`src/rtl/pcm_clkgen_pkg.sv`:
```
package pcm_clkgen_pkg;

    localparam int DIV_W  = 9;
    localparam int CFG_W  = 2 * DIV_W + 2;

    typedef enum logic [1:0] {
        ST_OFF  = 2'd0,
        ST_LOW  = 2'd1,
        ST_HIGH = 2'd2
    } gen_state_e;

    // Packed MSB-first so the struct lines up with the control word layout
    typedef struct packed {
        logic             ser_en;
        logic             src_sel;
        logic [DIV_W-1:0] bclk_div;
        logic [DIV_W-1:0] sync_div;
    } clk_cfg_t;

endpackage

```
`src/rtl/pcm_cfg_reg.sv`:
```
module pcm_cfg_reg
    import pcm_clkgen_pkg::*;
#(
    parameter int SYNC_RST = 127,
    parameter int DIV_RST  = 0
) (
    input  logic             clk,
    input  logic             rst_n,
    input  logic             wr,
    input  logic [CFG_W-1:0] wdata,
    output clk_cfg_t         cfg
);

    always_ff @(posedge clk or negedge rst_n) begin
        if (!rst_n) begin
            cfg.ser_en   <= 1'b0;
            cfg.src_sel  <= 1'b0;
            cfg.bclk_div <= DIV_W'(DIV_RST);
            cfg.sync_div <= DIV_W'(SYNC_RST);
        end else if (wr) begin
            cfg <= clk_cfg_t'(wdata);
        end
    end

    // A write must land field by field at the documented bit positions
    assert_wr_capture_R1: assert property (@(posedge clk) disable iff (!rst_n)
        wr |=> (cfg.sync_div == $past(wdata[DIV_W-1:0]))
            && (cfg.bclk_div == $past(wdata[2*DIV_W-1:DIV_W]))
            && (cfg.src_sel  == $past(wdata[2*DIV_W]))
            && (cfg.ser_en   == $past(wdata[2*DIV_W+1])));

endmodule

```
`src/rtl/pcm_tick_div.sv`:
```
module pcm_tick_div #(
    parameter int W = 9
) (
    input  logic         clk,
    input  logic         rst_n,
    input  logic         clr,
    input  logic         tick,
    input  logic [W-1:0] limit,
    output logic         term
);

    logic [W-1:0] cnt_q;

    assign term = tick && (cnt_q == limit);

    always_ff @(posedge clk or negedge rst_n) begin
        if (!rst_n) begin
            cnt_q <= '0;
        end else if (clr) begin
            cnt_q <= '0;
        end else if (tick) begin
            if (cnt_q == limit) cnt_q <= '0;
            else                cnt_q <= cnt_q + 1'b1;
        end
    end

    assert_half_in_range_R3: assert property (@(posedge clk) disable iff (!rst_n)
        !clr |=> (cnt_q <= $past(limit)));

endmodule

```
`src/rtl/pcm_frame_ctr.sv`:
```
module pcm_frame_ctr #(
    parameter int W = 9
) (
    input  logic         clk,
    input  logic         rst_n,
    input  logic         clr,
    input  logic         adv,
    input  logic [W-1:0] limit,
    output logic         at_start
);

    logic [W-1:0] bit_q;

    assign at_start = (bit_q == '0);

    always_ff @(posedge clk or negedge rst_n) begin
        if (!rst_n) begin
            bit_q <= '0;
        end else if (clr) begin
            bit_q <= '0;
        end else if (adv) begin
            if (bit_q == limit) bit_q <= '0;
            else                bit_q <= bit_q + 1'b1;
        end
    end

    assert_frame_in_range_R5: assert property (@(posedge clk) disable iff (!rst_n)
        !clr |=> (bit_q <= $past(limit)));

    assert_frame_wrap_R5: assert property (@(posedge clk) disable iff (!rst_n)
        (!clr && adv && (bit_q == limit)) |=> at_start);

endmodule

```
`src/rtl/pcm_clkgen.sv`:
```
module pcm_clkgen
    import pcm_clkgen_pkg::*;
#(
    parameter int SYNC_RST = 127,
    parameter int DIV_RST  = 0
) (
    input  logic             clk,
    input  logic             rst_n,
    input  logic             cfg_wr,
    input  logic [CFG_W-1:0] cfg_wdata,
    input  logic             tick_audio,
    input  logic             tick_bus,
    input  logic             port_active,
    input  logic             keep_idle_clk,
    output logic             bclk,
    output logic             bclk_rise,
    output logic             bclk_fall,
    output logic             fsync
);

    clk_cfg_t   cfg;
    gen_state_e st_q, st_d;
    logic       src_tick, run, cnt_clr;
    logic       half_term, at_start;
    logic       rise_d, fall_d;

    pcm_cfg_reg #(
        .SYNC_RST (SYNC_RST),
        .DIV_RST  (DIV_RST)
    ) u_cfg (
        .clk   (clk),
        .rst_n (rst_n),
        .wr    (cfg_wr),
        .wdata (cfg_wdata),
        .cfg   (cfg)
    );

    assign src_tick = cfg.src_sel ? tick_bus : tick_audio;
    assign run      = cfg.ser_en && (port_active || keep_idle_clk);
    assign cnt_clr  = cfg_wr || !run || (st_q == ST_OFF);

    pcm_tick_div #(.W(DIV_W)) u_half (
        .clk   (clk),
        .rst_n (rst_n),
        .clr   (cnt_clr),
        .tick  (src_tick),
        .limit (cfg.bclk_div),
        .term  (half_term)
    );

    pcm_frame_ctr #(.W(DIV_W)) u_frame (
        .clk      (clk),
        .rst_n    (rst_n),
        .clr      (cnt_clr),
        .adv      (fall_d),
        .limit    (cfg.sync_div),
        .at_start (at_start)
    );

    // State register
    always_ff @(posedge clk or negedge rst_n) begin
        if (!rst_n) st_q <= ST_OFF;
        else        st_q <= st_d;
    end

    // Next state and toggle events
    always_comb begin
        st_d   = st_q;
        rise_d = 1'b0;
        fall_d = 1'b0;
        if (cfg_wr || !run) begin
            st_d = ST_OFF;
        end else begin
            unique case (st_q)
                ST_OFF:  st_d = ST_LOW;
                ST_LOW:  if (half_term) begin
                             st_d   = ST_HIGH;
                             rise_d = 1'b1;
                         end
                ST_HIGH: if (half_term) begin
                             st_d   = ST_LOW;
                             fall_d = 1'b1;
                         end
                default: st_d = ST_OFF;
            endcase
        end
    end

    // Output process
    always_ff @(posedge clk or negedge rst_n) begin
        if (!rst_n) begin
            bclk_rise <= 1'b0;
            bclk_fall <= 1'b0;
        end else begin
            bclk_rise <= rise_d;
            bclk_fall <= fall_d;
        end
    end

    assign bclk  = (st_q == ST_HIGH);
    assign fsync = (st_q != ST_OFF) && at_start;

    assert_rise_pulse_R6: assert property (@(posedge clk) disable iff (!rst_n)
        $rose(bclk) |-> bclk_rise);

    assert_fall_pulse_R6: assert property (@(posedge clk) disable iff (!rst_n)
        bclk_fall |-> (!bclk && $past(bclk)));

    assert_wr_restart_R7: assert property (@(posedge clk) disable iff (!rst_n)
        cfg_wr |=> (!bclk && !fsync && !bclk_rise && !bclk_fall));

    assert_gated_off_R8: assert property (@(posedge clk) disable iff (!rst_n)
        (!cfg.ser_en) |=> (!bclk && !fsync));

    assert_idle_gate_R9: assert property (@(posedge clk) disable iff (!rst_n)
        (!port_active && !keep_idle_clk) |=> (!bclk && !fsync));

endmodule

```
`config.mk`:
```
export PLATFORM = sky130hd
export DESIGN_NAME = pcm_clkgen
export DESIGN_NICKNAME = d
export VERILOG_FILES = /design/src/rtl/pcm_clkgen_pkg.sv /design/src/rtl/pcm_cfg_reg.sv /design/src/rtl/pcm_tick_div.sv /design/src/rtl/pcm_frame_ctr.sv /design/src/rtl/pcm_clkgen.sv
export SDC_FILE = /design/constraint.sdc
export NUM_CORES = 1
export LEC_CHECK = 0
export BUFFER_PORTS_ARGS = -buffer_cell sky130_fd_sc_hd__clkbuf_2
export CORE_ASPECT_RATIO = 0.75
export CORE_MARGIN = 5
export CORE_UTILIZATION = 55
export CTS_CLUSTER_DIAMETER = 120
export DETAILED_ROUTE_END_ITERATION = 6
export PLACE_DENSITY = 0.77
export SLEW_MARGIN = 10
export SYNTH_ARGS = -nofsm -noshare
export SYNTH_HDL_FRONTEND = slang
export SYNTH_SLANG_ARGS = --single-unit
```
`constraint.sdc`:
```
create_clock -name clk -period 5.51 [get_ports clk]
set_input_delay 0.8265 -clock clk [delete_from_list [all_inputs] [get_ports clk]]
set_output_delay 0.8265 -clock clk [all_outputs]
set_load 0.01 [all_outputs]
```
Word level (Yosys, flattened, before mapping)
Cells that the tools add are included. Widths: inputs -> output; s select.

$add $sub $neg: 2. Multiplexer cells: 16. Equal/unequal tests: 6. Reductions and logical operators: 13.

Operators by type and width (count): $mux 9 (6); $add 9x1->9 const B (2); $eq 9x9->1 (2); $logic_not 9->1 (1); $mux 1 (6); $mux 2 (3); $pmux 2 s3 (1); $reduce_bool 2->1 (3); $logic_and 1x1->1 (3); $logic_or 1x1->1 (3); $ne 3x1->1 const B (1); $ne 3x3->1 const B (1); $eq 2x1->1 const B (1); $eq 2x2->1 const B (1); $logic_not 2->1 (1); $reduce_and 2->1 (1); $logic_not 1->1 (1).

Bits in registers: 42. Bits of input ports: 27. Output and inout bits: 4. Word-level logic and storage cells: 46.

Logic depth before layout (Yosys ltp)
Gate-level depths: netlist of the first run.

Word-level depth: 7. Mapped depth: 7. Mapped depth without buffers: 6.

By module
A second synthesis of the first run with hierarchy kept.

Cells, all modules: 187. Area total of the unflattened synthesis: 2239.6 µm².

Modules (own cells, without submodules): pcm_cfg_reg (times used 1, sequential area each 509.2 µm², cells an instance 42, area an instance 832.0 µm²); pcm_frame_ctr (times used 1, sequential area each 225.2 µm², cells an instance 65, area an instance 630.6 µm²); pcm_tick_div (times used 1, sequential area each 225.2 µm², cells an instance 60, area an instance 559.3 µm²); pcm_clkgen (times used 1, sequential area each 100.1 µm², cells an instance 20, area an instance 217.7 µm²).

Least setup slack after synthesis of the first run
No wires, ideal clock.

Kind: input-to-reg. Start point: in tick_bus. End point: reg u_frame.bit_q[3]. Slack: 3401 ps. Buffers on the path: 1. Arrival: 1973 ps. Setup time: 136 ps. Stages: 6. Data required time: 5374 ps. Cells stage by stage: mux2_2 -> nand3_1 -> or4_1 -> buf_6 -> a22oi_1 -> a21oi_1.

Longest elaborated chain between the ends: 6.

Ends and longest elaborated chain: from (decl) (RTL line pcm_clkgen.sv:12) `input logic tick_bus,`; $mux 1 (RTL line pcm_clkgen.sv:38) `assign src_tick = cfg.src_sel ? tick_bus : tick_audio;`; $logic_and 1x1->1 (RTL line pcm_tick_div.sv:14) `assign term = tick && (cnt_q == limit);`; $mux 1 (RTL line pcm_clkgen.sv:80) `ST_HIGH: if (half_term) begin`; $mux 1 (RTL line pcm_clkgen.sv:74) `unique case (st_q)`; $mux 1 (RTL line pcm_clkgen.sv:71) `if (cfg_wr || !run) begin`; $reduce_bool 2->1 (no line); to (signal assigned) (RTL line pcm_frame_ctr.sv:23) `else bit_q <= bit_q + 1'b1;`; to (decl) (RTL line pcm_frame_ctr.sv:12) `logic [W-1:0] bit_q;`.

No other way between the ends. A chain may end at the register's enable or synchronous reset.

Worst setup path after layout of the first run
Start point: in cfg_wr. End point: reg u_half.cnt_q[6].

Longest elaborated chain between the ends: 3. Elaborated cells between the ends (all ways): 4. Classes of those cells: mux (1); reduce/logical (3).

Ends and longest elaborated chain: from (decl) (RTL line pcm_clkgen.sv:9) `input logic cfg_wr,`; $logic_or 1x1->1 (*) (2 in a row) (RTL line pcm_clkgen.sv:40) `assign cnt_clr = cfg_wr || !run || (st_q == ST_OFF);`; $mux 9 / $reduce_bool 2->1 (equally long branches); to (signal assigned) (RTL line pcm_tick_div.sv:23) `else cnt_q <= cnt_q + 1'b1;`; to (decl) (RTL line pcm_tick_div.sv:12) `logic [W-1:0] cnt_q;`.

Every way passes the cells marked *; elsewhere a longest branch is shown, timed or not.

==> results.cfg, run 1 <==
[yosys]
synthFlopType = dfrtp_1
syn_inst = 221
post_synth_num_cell_types = 45
syn_nets = 251
yosysWarnings = 0
synth_edf_count = 0
syn-cell-area_mm2 = 0.00227
ys_seq_elements = 42
ys_seq_area_share_pct = 46.7
synth.avg_cell_area_um2 = 10.3
synthArstFlopShare_pct = 100

[floorplan]
initial_core_util_pct = 56.3
rows = 20
ios = 31
die_x_um = 84.2
core_area_mm2 = 0.00403
dieArea_mm2 = 0.00552
die_h_um = 65.6

[critical_path]
path_class = primary input to flop
cp-start-kind = primary input
crit_path_end_kind = flop
crit_path_top_delay_cell = or3_1
crit_arrival_ps = 2760
cp.required_ps = 5720
slowest_delay_ps = 580
crit_fanout = 22
path_cells = clkbuf_2 -> nand2b_1 -> or3_1 -> nor2_1 -> o2bb2a_1 -> o31ai_1
rrSetupSlack_ps = 3300

[grt]
grt_max_degree = 43
grt_pass1_vias = 1611
track_usage_pct = 18.5
grtUsageMet2_pct = 25.5
grt-busiest-layer = met1
grt_overflow = 0
grt_first_pass_wirelength_um = 7940
use_met3_pct = 5.39
antenna_found_initial = 0
grtUsageMet1_pct = 26.5

[drt]
drc = 0
drtIter0Drc = 147
antenna_left = 0
wl_per_cell_um = 15.8
drt-total-wl_um = 4810
vias_per_cell = 5.69
first_pass_iters = 4
num_vias = 1731

[sta]
report.final.slew_viol_count = 0
min_period_ps = 2550
final-setup-viol-count = 0
skew_ps = 8.15
slew_headroom_pct = 31.5
fmax_ghz = 0.393
worst_pin_slew_ps = 1030
fin_crit_sh_pct = 46.2
grt_setup_unrepaired = no
tns_ps = 0
finalHoldViolations = 0

[pwr]
powerDensity_mw_per_mm2 = 251
fin_total_pwr_uw = 641
p_leak_nw = 1.06
ir_drop_mv = 0.174

[cts]
cts_max_path_buffers = 2
cts_tree = yes
cts_buffers = 5
clk_latency_ps = 300
cts_resized = 0
path_clk_slew_ps = 80
postCtsSetupRepairBufs = 0
htreeDepth = 2
cts-root-buf = clkbuf_8
clock-sinks = 42
cts_hold_buffers = 0

[finish]
diodes = 0
drive_gt1_share_pct = 28.9
syn_to_final_growth_pct = 12.6
finish.utilization_pct = 63.4
nNetsFinal = 278

[placement]
gp_congestion = 0.831
numPortBuffers = 30
dp.final_hpwl_um = 3420

[run_status]
outcome = completed

[hold_path]
hp-class = flop to flop

[job]
drv_cap = 0
## per-layer routing
metal	vias to the layer above	share of wire, %
li1	843	-
met1	803	48
met2	76	41
met3	9	8.6
met4	0	2.1
met5	-	0
## area by class of cell
type	instances	area [um2]
fill	331	1470
multi-input combinational	165	1140
sequential	42	1060
timing repair buffer	31	158
clock buffer	5	68.8
tap	55	68.8
clock inverter	3	40.0
inverter	3	16.3
## stage by stage
| step | hold WS [ps] | std cells | worst slack [ps] | instance area, um2 |
|---|---|---|---|---|
| after global placement | 486 | 296 | 2730 | 2450 |
| final | 518 | 304 | 2960 | 2560 |
| after floorplan | 463 | 221 | 3400 | 2270 |
| after CTS | 514 | 304 | 2970 | 2560 |
| after global routing | 539 | 304 | 2820 | 2560 |
| after detailed placement | 499 | 296 | 2670 | 2450 |
## cell usage after synthesis (all sizes together) (3+ instances only)
cell / number / area [um2]
xor2: 7 / 61.3
ha: 3 / 37.5
nor2b: 4 / 25.0
clkbuf: 8 / 30.0
nand3: 13 / 65.1
nand4: 4 / 25.0
a21oi: 8 / 40.0
nor2: 13 / 48.8
nor4: 6 / 43.8
or2: 4 / 25.0
a22oi: 6 / 45.0
and2: 4 / 25.0
nand2b: 3 / 18.8
xnor2: 11 / 96.3
mux2: 20 / 225
dfrtp: 35 / 876
dfstp: 7 / 184
nor3: 7 / 35.0
nand3b: 3 / 22.5
nand2: 21 / 78.8
buf: 3 / 18.8
## registers in the layout (all words and copies together) (netlist names)
signal and flops:
u_cfg.cfg 20, u_frame.bit_q 9, u_half.cnt_q 9, st_q 2, bclk_fall 1, bclk_rise 1
## critical path, delay by kind of cell
| family | cells | cell delay (ps) |
|---|---|---|
| buffers and inverters | 1 | 330 |
| AND/OR/NAND/NOR | 3 | 1260 |
| AO/OA/AOI/OAI | 2 | 320 |
## cells in the final DEF, fill, tap and decap left out, types with 2 or more instances in the layout
cell | Yosys | routed
dfrtp_1 | 35 | 35
clkbuf_2 | 0 | 30
nand2_1 | 21 | 21
mux2_2 | 20 | 20
nor2_1 | 13 | 13
nand3_1 | 13 | 13
xnor2_1 | 11 | 11
a21oi_1 | 8 | 8
nor3_1 | 7 | 7
xor2_1 | 7 | 7
dfstp_2 | 7 | 7
a22oi_1 | 6 | 6
nor4_1 | 5 | 5
clkbuf_8 | 0 | 5
nor2b_1 | 4 | 4
nand4_1 | 4 | 4
or2_2 | 4 | 4
and2_1 | 4 | 4
nand3b_1 | 3 | 3
nand2b_1 | 3 | 3
ha_1 | 3 | 3
inv_1 | 2 | 2
or4_1 | 2 | 2
mux2i_1 | 2 | 2
o21a_1 | 2 | 2
or3_1 | 2 | 2
o31ai_1 | 2 | 2
nand4b_1 | 2 | 2
o2bb2ai_1 | 2 | 2
a211o_1 | 2 | 2
clkinv_2 | 0 | 2
## kinds of logic after synthesis
| family | count (synthesis) | synth area share, % |
|---|---|---|
| AO/OA/AOI/OAI | 32 | 10.0 |
| XOR/XNOR | 18 | 6.95 |
| adder cells (fa/ha/maj) | 3 | 1.65 |
| buffers and inverters | 14 | 2.87 |
| flip-flops | 42 | 46.7 |
| multiplexers | 22 | 10.8 |
| AND/OR/NAND/NOR | 90 | 21.0 |
## power by group
group | internal, mW | total (mW) | switching, mW
combinational | 0.0315 | 0.0612 | 0.0297
clock | 0.133 | 0.241 | 0.108
sequential | 0.327 | 0.338 | 0.0110
total | 0.492 | 0.641 | 0.149
## worst paths after layout
kind	from	endpoint	cells past startpoint
max	cfg_wr	u_half.cnt_q[6]$_DFFE_PN0P_	6
min	st_q[0]$_DFFE_PN0P_	st_q[0]$_DFFE_PN0P_	1
max reg2reg	u_half.cnt_q[7]$_DFFE_PN0P_	u_frame.bit_q[8]$_DFFE_PN0P_	6
min reg2reg	st_q[0]$_DFFE_PN0P_	st_q[0]$_DFFE_PN0P_	1
max in group asynchronous	rst_n	u_frame.bit_q[8]$_DFFE_PN0P_	1
min in group asynchronous	rst_n	u_cfg.cfg[11]$_DFFE_PN0P_	1
No activity file was read; power rests on OpenSTA's default activity.
==> run 2: changes to the inputs <==
--- a/config.mk
+++ b/config.mk
@@ -5,13 +5,14 @@
 export SDC_FILE = /design/constraint.sdc
 export NUM_CORES = 1
 export LEC_CHECK = 0
+export ABC_AREA = 1
 export BUFFER_PORTS_ARGS = -buffer_cell sky130_fd_sc_hd__clkbuf_2
 export CORE_ASPECT_RATIO = 0.75
 export CORE_MARGIN = 5
 export CORE_UTILIZATION = 55
 export CTS_CLUSTER_DIAMETER = 120
 export DETAILED_ROUTE_END_ITERATION = 6
-export PLACE_DENSITY = 0.77
+export PLACE_DENSITY = 0.76
 export SLEW_MARGIN = 10
 export SYNTH_ARGS = -nofsm -noshare
 export SYNTH_HDL_FRONTEND = slang
==> constraint.sdc (replaced) <==
create_clock -name clk -period 2.5 [get_ports clk]
set_input_delay 0.375 -clock clk [delete_from_list [all_inputs] [get_ports clk]]
set_output_delay 0.375 -clock clk [all_outputs]
set_load 0.01 [all_outputs]
==> run 2 against run 1 <==
  * Global-route usage increased by 0.86 points
  * Clock power increased by 120%
  * Setup slack got worse by 2400 ps
  * Count of clock-buffer cells in the layout increased by 2
  * Synthesized cell count increased by 50%
  * Sequential cell count unchanged
  * Critical endpoint is now fsync
  * Largest cell class unchanged
==> results.cfg, run 2 <==
[yosys]
synth.top_cell.area_share_pct = 36.6
synth.avg_cell_area_um2 = 7.21
syn_inst = 332
yosysWarnings = 0
post_synth_num_cell_types = 29
yosysMostFrequentCell = nand2_1
synthArstFlopShare_pct = 100
synth_common_cells = nand2_1, inv_1, dfrtp_1, nor2_1, nand3_1
syn-cell-area_mm2 = 0.00239
synthFlopType = dfrtp_1
syn_nets = 362
ys_seq_elements = 42
ys_seq_area_share_pct = 44.3
yosysTopAreaCell = dfrtp_1
synth_edf_count = 0
synth_area_leaders = dfrtp_1, nand2_1, dfstp_2

[pwr]
ir_drop_mv = 0.358
powerDensity_mw_per_mm2 = 521
p_leak_nw = 1.46
fin_total_pwr_mw = 1.40

[cts]
cts_tree = yes
cts_resized = 0
clock-sinks = 42
postCtsSetupRepairBufs = 0
cts-root-buf = clkbuf_8
clk_latency_ps = 290
cts_buffers = 5
cts_max_path_buffers = 2
path_clk_slew_ps = 80
htreeDepth = 2

[sta]
fin_crit_sh_pct = 76.2
worst_pin_slew_ps = 424
tns_ps = 0
final-setup-viol-count = 0
finalHoldViolations = 0
hold_slack_ps = 250
skew_ps = 9.35
slew_headroom_pct = 71.7
report.final.slew_viol_count = 0
fmax_ghz = 0.525
grt_setup_unrepaired = no
setup_ws_ps = 594
min_period_ps = 1910

[finish]
final_cell_mix = nand2_1, inv_1, dfrtp_1, clkbuf_2, nor2_1
diodes = 0
syn_to_final_growth_pct = 12.2
regMostFlops = u_cfg.cfg
nNetsFinal = 391
largest_reg_flops = 20
drive_gt1_share_pct = 16.3
fin_cells = 417
final_common_cell = nand2_1
reg_top3 = u_cfg.cfg x20, u_frame.bit_q x9, u_half.cnt_q x9

[placement]
dp.final_hpwl_um = 3550
numPortBuffers = 30
place_ws_ps = 585
place_inst = 408
gp_congestion = 0.832

[drt]
drc = 0
drtIter0Drc = 216
vias_per_cell = 4.94
drt-total-wl_um = 4820
num_vias = 2059
antenna_left = 0
first_pass_iters = 4
wl_per_cell_um = 11.6

[critical_path]
crit_path_end_kind = output pin
crit_path_top_delay_cell = dfrtp_1
path_class = flop to output pin
cp.required_ps = 2120
rrSetupSlack_ps = 740
path_cells = nor4_1 -> nand3_1 -> nor3_1 -> clkbuf_2
slowest_delay_ps = 510
crit_arrival_ps = 1530
crit_fanout = 10
cp-start-kind = flop

[run_status]
outcome = completed

[grt]
grt_pass1_vias = 1872
track_usage_pct = 19.3
grt_first_pass_wirelength_um = 8730
grt_max_degree = 30
grt_overflow = 0
antenna_found_initial = 0

[floorplan]
initial_core_util_pct = 58.0
ios = 31
rows = 20
dieArea_mm2 = 0.00578
core_area_mm2 = 0.00413
die_h_um = 67.1
die_x_um = 86.2

[hold_path]
hp-class = primary input to flop

[job]
drv_cap = 0
==> run 2: changes by cell type after synthesis, moves of 5 or more <==
cell,delta
nand2_1,+109
inv_1,+36
mux2_2,-20
o21ai_0,+11
nor2_1,+10
nand3_1,+9
a22oi_1,-6
inv_2,+6
buf_2,+5
clkbuf_1,-5
==> run 2: area by class of cell <==
type / instances / area [um2]
fillers: 376 / 1440
inverters: 44 / 165
clock buffers: 7 / 76.3
well taps: 55 / 68.8
multi-input cells: 235 / 1110
repair buffers: 33 / 175
clock inverters: 1 / 30.0
flip-flops and latches: 42 / 1060
==> run 2: report_power, final <==
| part | total [mW] | internal (mW) | switching (mW) |
|---|---|---|---|
| Combinational | 0.132 | 0.0536 | 0.0780 |
| Clock | 0.529 | 0.299 | 0.230 |
| Sequential | 0.738 | 0.717 | 0.0214 |
==> run 2: per-layer routing <==
| layer | GRT usage, % | up-vias | part of all wire [%] |
|---|---|---|---|
| met1 | 28.6 | 909 | 51 |
| met5 | 0 | - | 0 |
| li1 | - | 1082 | - |
| met3 | 4.15 | 7 | 7.9 |
| met4 | 5.84 | 0 | 1.1 |
| met2 | 28.5 | 61 | 40 |
==> run 2: stage by stage <==
step | cell area, um2 | utilization, %
floorplan | 2390 | -
global placement | 2570 | 62.2
detailed placement | 2570 | 62.2
CTS | 2690 | 65.0
global route | 2690 | 65.0
finish | 2690 | 65.0
==> run 2: final timing paths <==
kind | to | startpoint | cells past startpoint
setup / recovery | fsync | u_frame.bit_q[4]$_DFFE_PN0P_ | 4
hold / removal | u_cfg.cfg[2]$_DFFE_PN1P_ | cfg_wdata[2] | 3
setup reg to reg | u_frame.bit_q[8]$_DFFE_PN0P_ | u_half.cnt_q[0]$_DFFE_PN0P_ | 9
hold reg to reg | u_cfg.cfg[1]$_DFFE_PN1P_ | u_cfg.cfg[1]$_DFFE_PN1P_ | 2
max in group asynchronous | u_cfg.cfg[0]$_DFFE_PN1P_ | rst_n | 3
min in group asynchronous | bclk_rise$_DFF_PN0_ | rst_n | 2
==> run 2: worst max-delay path: cells and delay by family, from the launching register on <==
family / cells / cell delay [ps]
buf+inv: 1 / 160
flops: 1 / 510
simple gates: 3 / 560
==> run 2: timing repair <==
item,4_1_cts,5_1_grt
endpoints found under the hold margin,11,0
hold buffers,1,0
setup endpoints to repair,0,0
==> run 2: logic make-up (layout without fill, tap and decap cells) <==
logic type / after synthesis / after routing / share of synthesized area [%]
AND/OR/NAND/NOR: 195 / 195 / 34.3
buffers and inverters: 55 / 85 / 9.36
flip-flops: 42 / 42 / 44.3
AO/OA/AOI/OAI: 21 / 21 / 4.60
XOR/XNOR: 16 / 16 / 5.85
adder cells (fa/ha/maj): 3 / 3 / 1.57
==> run 3: changes to the inputs <==
--- a/config.mk
+++ b/config.mk
@@ -9,7 +9,7 @@
 export BUFFER_PORTS_ARGS = -buffer_cell sky130_fd_sc_hd__clkbuf_2
 export CORE_ASPECT_RATIO = 0.75
 export CORE_MARGIN = 5
-export CORE_UTILIZATION = 55
+export CORE_UTILIZATION = 52
 export CTS_CLUSTER_DIAMETER = 120
 export DETAILED_ROUTE_END_ITERATION = 6
 export PLACE_DENSITY = 0.76
==> constraint.sdc (replaced) <==
create_clock -name clk -period 1.7 [get_ports clk]
set_input_delay 0.255 -clock clk [delete_from_list [all_inputs] [get_ports clk]]
set_output_delay 0.255 -clock clk [all_outputs]
set_load 0.01 [all_outputs]
==> run 3 against run 2 <==
  * Core utilization decreased by 1.3 points
  * Wire length grew 13%
  * Setup slack got worse by 550 ps
  * Cell count grew 2.9%
  * Die area grew 5.0%
  * Sequential cell count stayed put
  * Critical path type unchanged
  * Worst hold slack lost 120 ps
  * Clock skew fell by 5.2 ps
  * Clock power up 81%
==> results.cfg, run 3 (synthesis results as in run 2) <==
[floorplan]
rows = 21
core_area_mm2 = 0.00447
ios = 31
initial_core_util_pct = 53.6
dieArea_mm2 = 0.00607
die_h_um = 68.8
die_x_um = 88.3

[grt]
track_usage_pct = 19.9
grt_first_pass_wirelength_um = 9230
grt_max_degree = 35
grt_pass1_vias = 2059
antenna_found_initial = 0
grt_overflow = 0

[placement]
place_inst = 416
place_ws_ps = 106
dp.final_hpwl_um = 3850
gp_congestion = 0.829
dpl_cell_area_mm2 = 0.00263
numPortBuffers = 30

[pwr]
p_leak_nw = 1.54
ir_drop_mv = 0.597
powerDensity_mw_per_mm2 = 793

[sta]
final-setup-viol-count = 0
slew_headroom_pct = 77.3
skew_ps = 4.16
finalHoldViolations = 0
hold_slack_ps = 126
setup_ws_ps = 45.0
report.final.slew_viol_count = 0
worst_pin_slew_ps = 340
min_period_ps = 1660
grt_setup_unrepaired = yes
fmax_ghz = 0.604
fin_crit_sh_pct = 97.4

[critical_path]
crit_path_end_kind = output pin
cp-start-kind = flop
crit_arrival_ps = 1400
path_class = flop to output pin
crit_fanout = 2
cp.required_ps = 1440

[drt]
drt-total-wl_um = 5430
wl_met3_um = 347
first_pass_iters = 4
drtIter0Drc = 149
vias_per_cell = 4.97
wl_met2_um = 2330
wl_per_cell_um = 12.6
wl_met1_um = 2660
antenna_left = 0
drc = 0
top_layer_used = met4
num_vias = 2134

[finish]
final_common_cell = nand2_1
reg_top3 = u_cfg.cfg x20, u_frame.bit_q x9, u_half.cnt_q x9
fin_cells = 429
diodes = 0
nNetsFinal = 401
register_area_mm2 = 0.00106
drive_gt1_share_pct = 20.2
largest_reg_flops = 20
regMostFlops = u_cfg.cfg
syn_to_final_growth_pct = 19.0
final_cell_mix = nand2_1, inv_1, dfrtp_1, clkbuf_2, nor2_1
multi_input_area_mm2 = 0.00115
design_area_mm2 = 0.00285
fillCellCount = 408

[hold_path]
hp-class = primary input to flop

[cts]
cts_buffers = 5
clock-sinks = 42
clk_latency_ps = 300
cts_tree = yes
path_clk_slew_ps = 80
cts_max_path_buffers = 2
htreeDepth = 2
cts-root-buf = clkbuf_8

[job]
drv_cap = 0

[run_status]
outcome = completed
==> run 3: cell count changes in the layout (fill, tap and decap cells not counted), sizes merged <==
cell,before,now
clkinv,0,1
clkbuf,37,34
bufinv,1,2
buf,2,13
==> run 3: routing by layer <==
| layer | vias to the layer above | GRT usage [%] |
|---|---|---|
| met1 | 969 | 26.9 |
| met2 | 57 | 31.7 |
| li1 | 1097 | - |
| met3 | 11 | 5.11 |
| met4 | 0 | 5.85 |
| met5 | - | 0 |
==> run 3: what timing repair did <==
action,CTS,global route
endpoints found under the hold margin,5,0
buffers inserted,4,0
hold buffers,1,0
endpoints found under the setup margin,1,10
resized for setup,3,6
==> run 3: cell type report <==
| class | instances | share of cell area (%) |
|---|---|---|
| Multi-Input combinational cell | 235 | 40.3 |
| Sequential cell | 42 | 37.3 |
| Timing Repair Buffer | 43 | 9.23 |
| Inverter | 44 | 5.80 |
| Tap cell | 57 | 2.50 |
| Clock buffer | 5 | 2.42 |
| Clock inverter | 3 | 2.42 |
==> run 3: worst paths after layout <==
check / slack (ps) / endpoint / from / cells after the start
setup / recovery: 40 / fsync / u_frame.bit_q[7]$_DFFE_PN0P_ / 4
hold / removal: 130 / u_cfg.cfg[2]$_DFFE_PN1P_ / cfg_wdata[2] / 3
setup reg to reg: 120 / u_frame.bit_q[7]$_DFFE_PN0P_ / u_frame.bit_q[1]$_DFFE_PN0P_ / 8
hold reg to reg: 470 / u_cfg.cfg[2]$_DFFE_PN1P_ / u_cfg.cfg[2]$_DFFE_PN1P_ / 2
max in group asynchronous: 830 / u_cfg.cfg[0]$_DFFE_PN1P_ / rst_n / 3
min in group asynchronous: 350 / u_cfg.cfg[18]$_DFFE_PN0P_ / rst_n / 2
==> run 3: per-stage QoR <==
step / setup TNS [ps] / util [%] / power, mW
after floorplan: 0 / - / 1.22
after global placement: 0 / 58.9 / 1.30
after detailed placement: 0 / 58.9 / 1.31
after CTS: 0 / 63.0 / 2.26
after global routing: -52.5 / 63.8 / 2.34
final: 0 / 63.8 / 2.26
==> run 3: power breakdown <==
part	internal (mW)	leakage, nW	switching [mW]
combinational	0.0896	0.934	0.127
clock	0.589	0.0683	0.369
sequential	1.05	0.535	0.0290
==> run 3: critical path, stage by stage (launching register included) <==
cell     delay, ps
dfrtp_2        440
nor4_4         280
nand3_1        120
nor3_2         110
buf_2          150
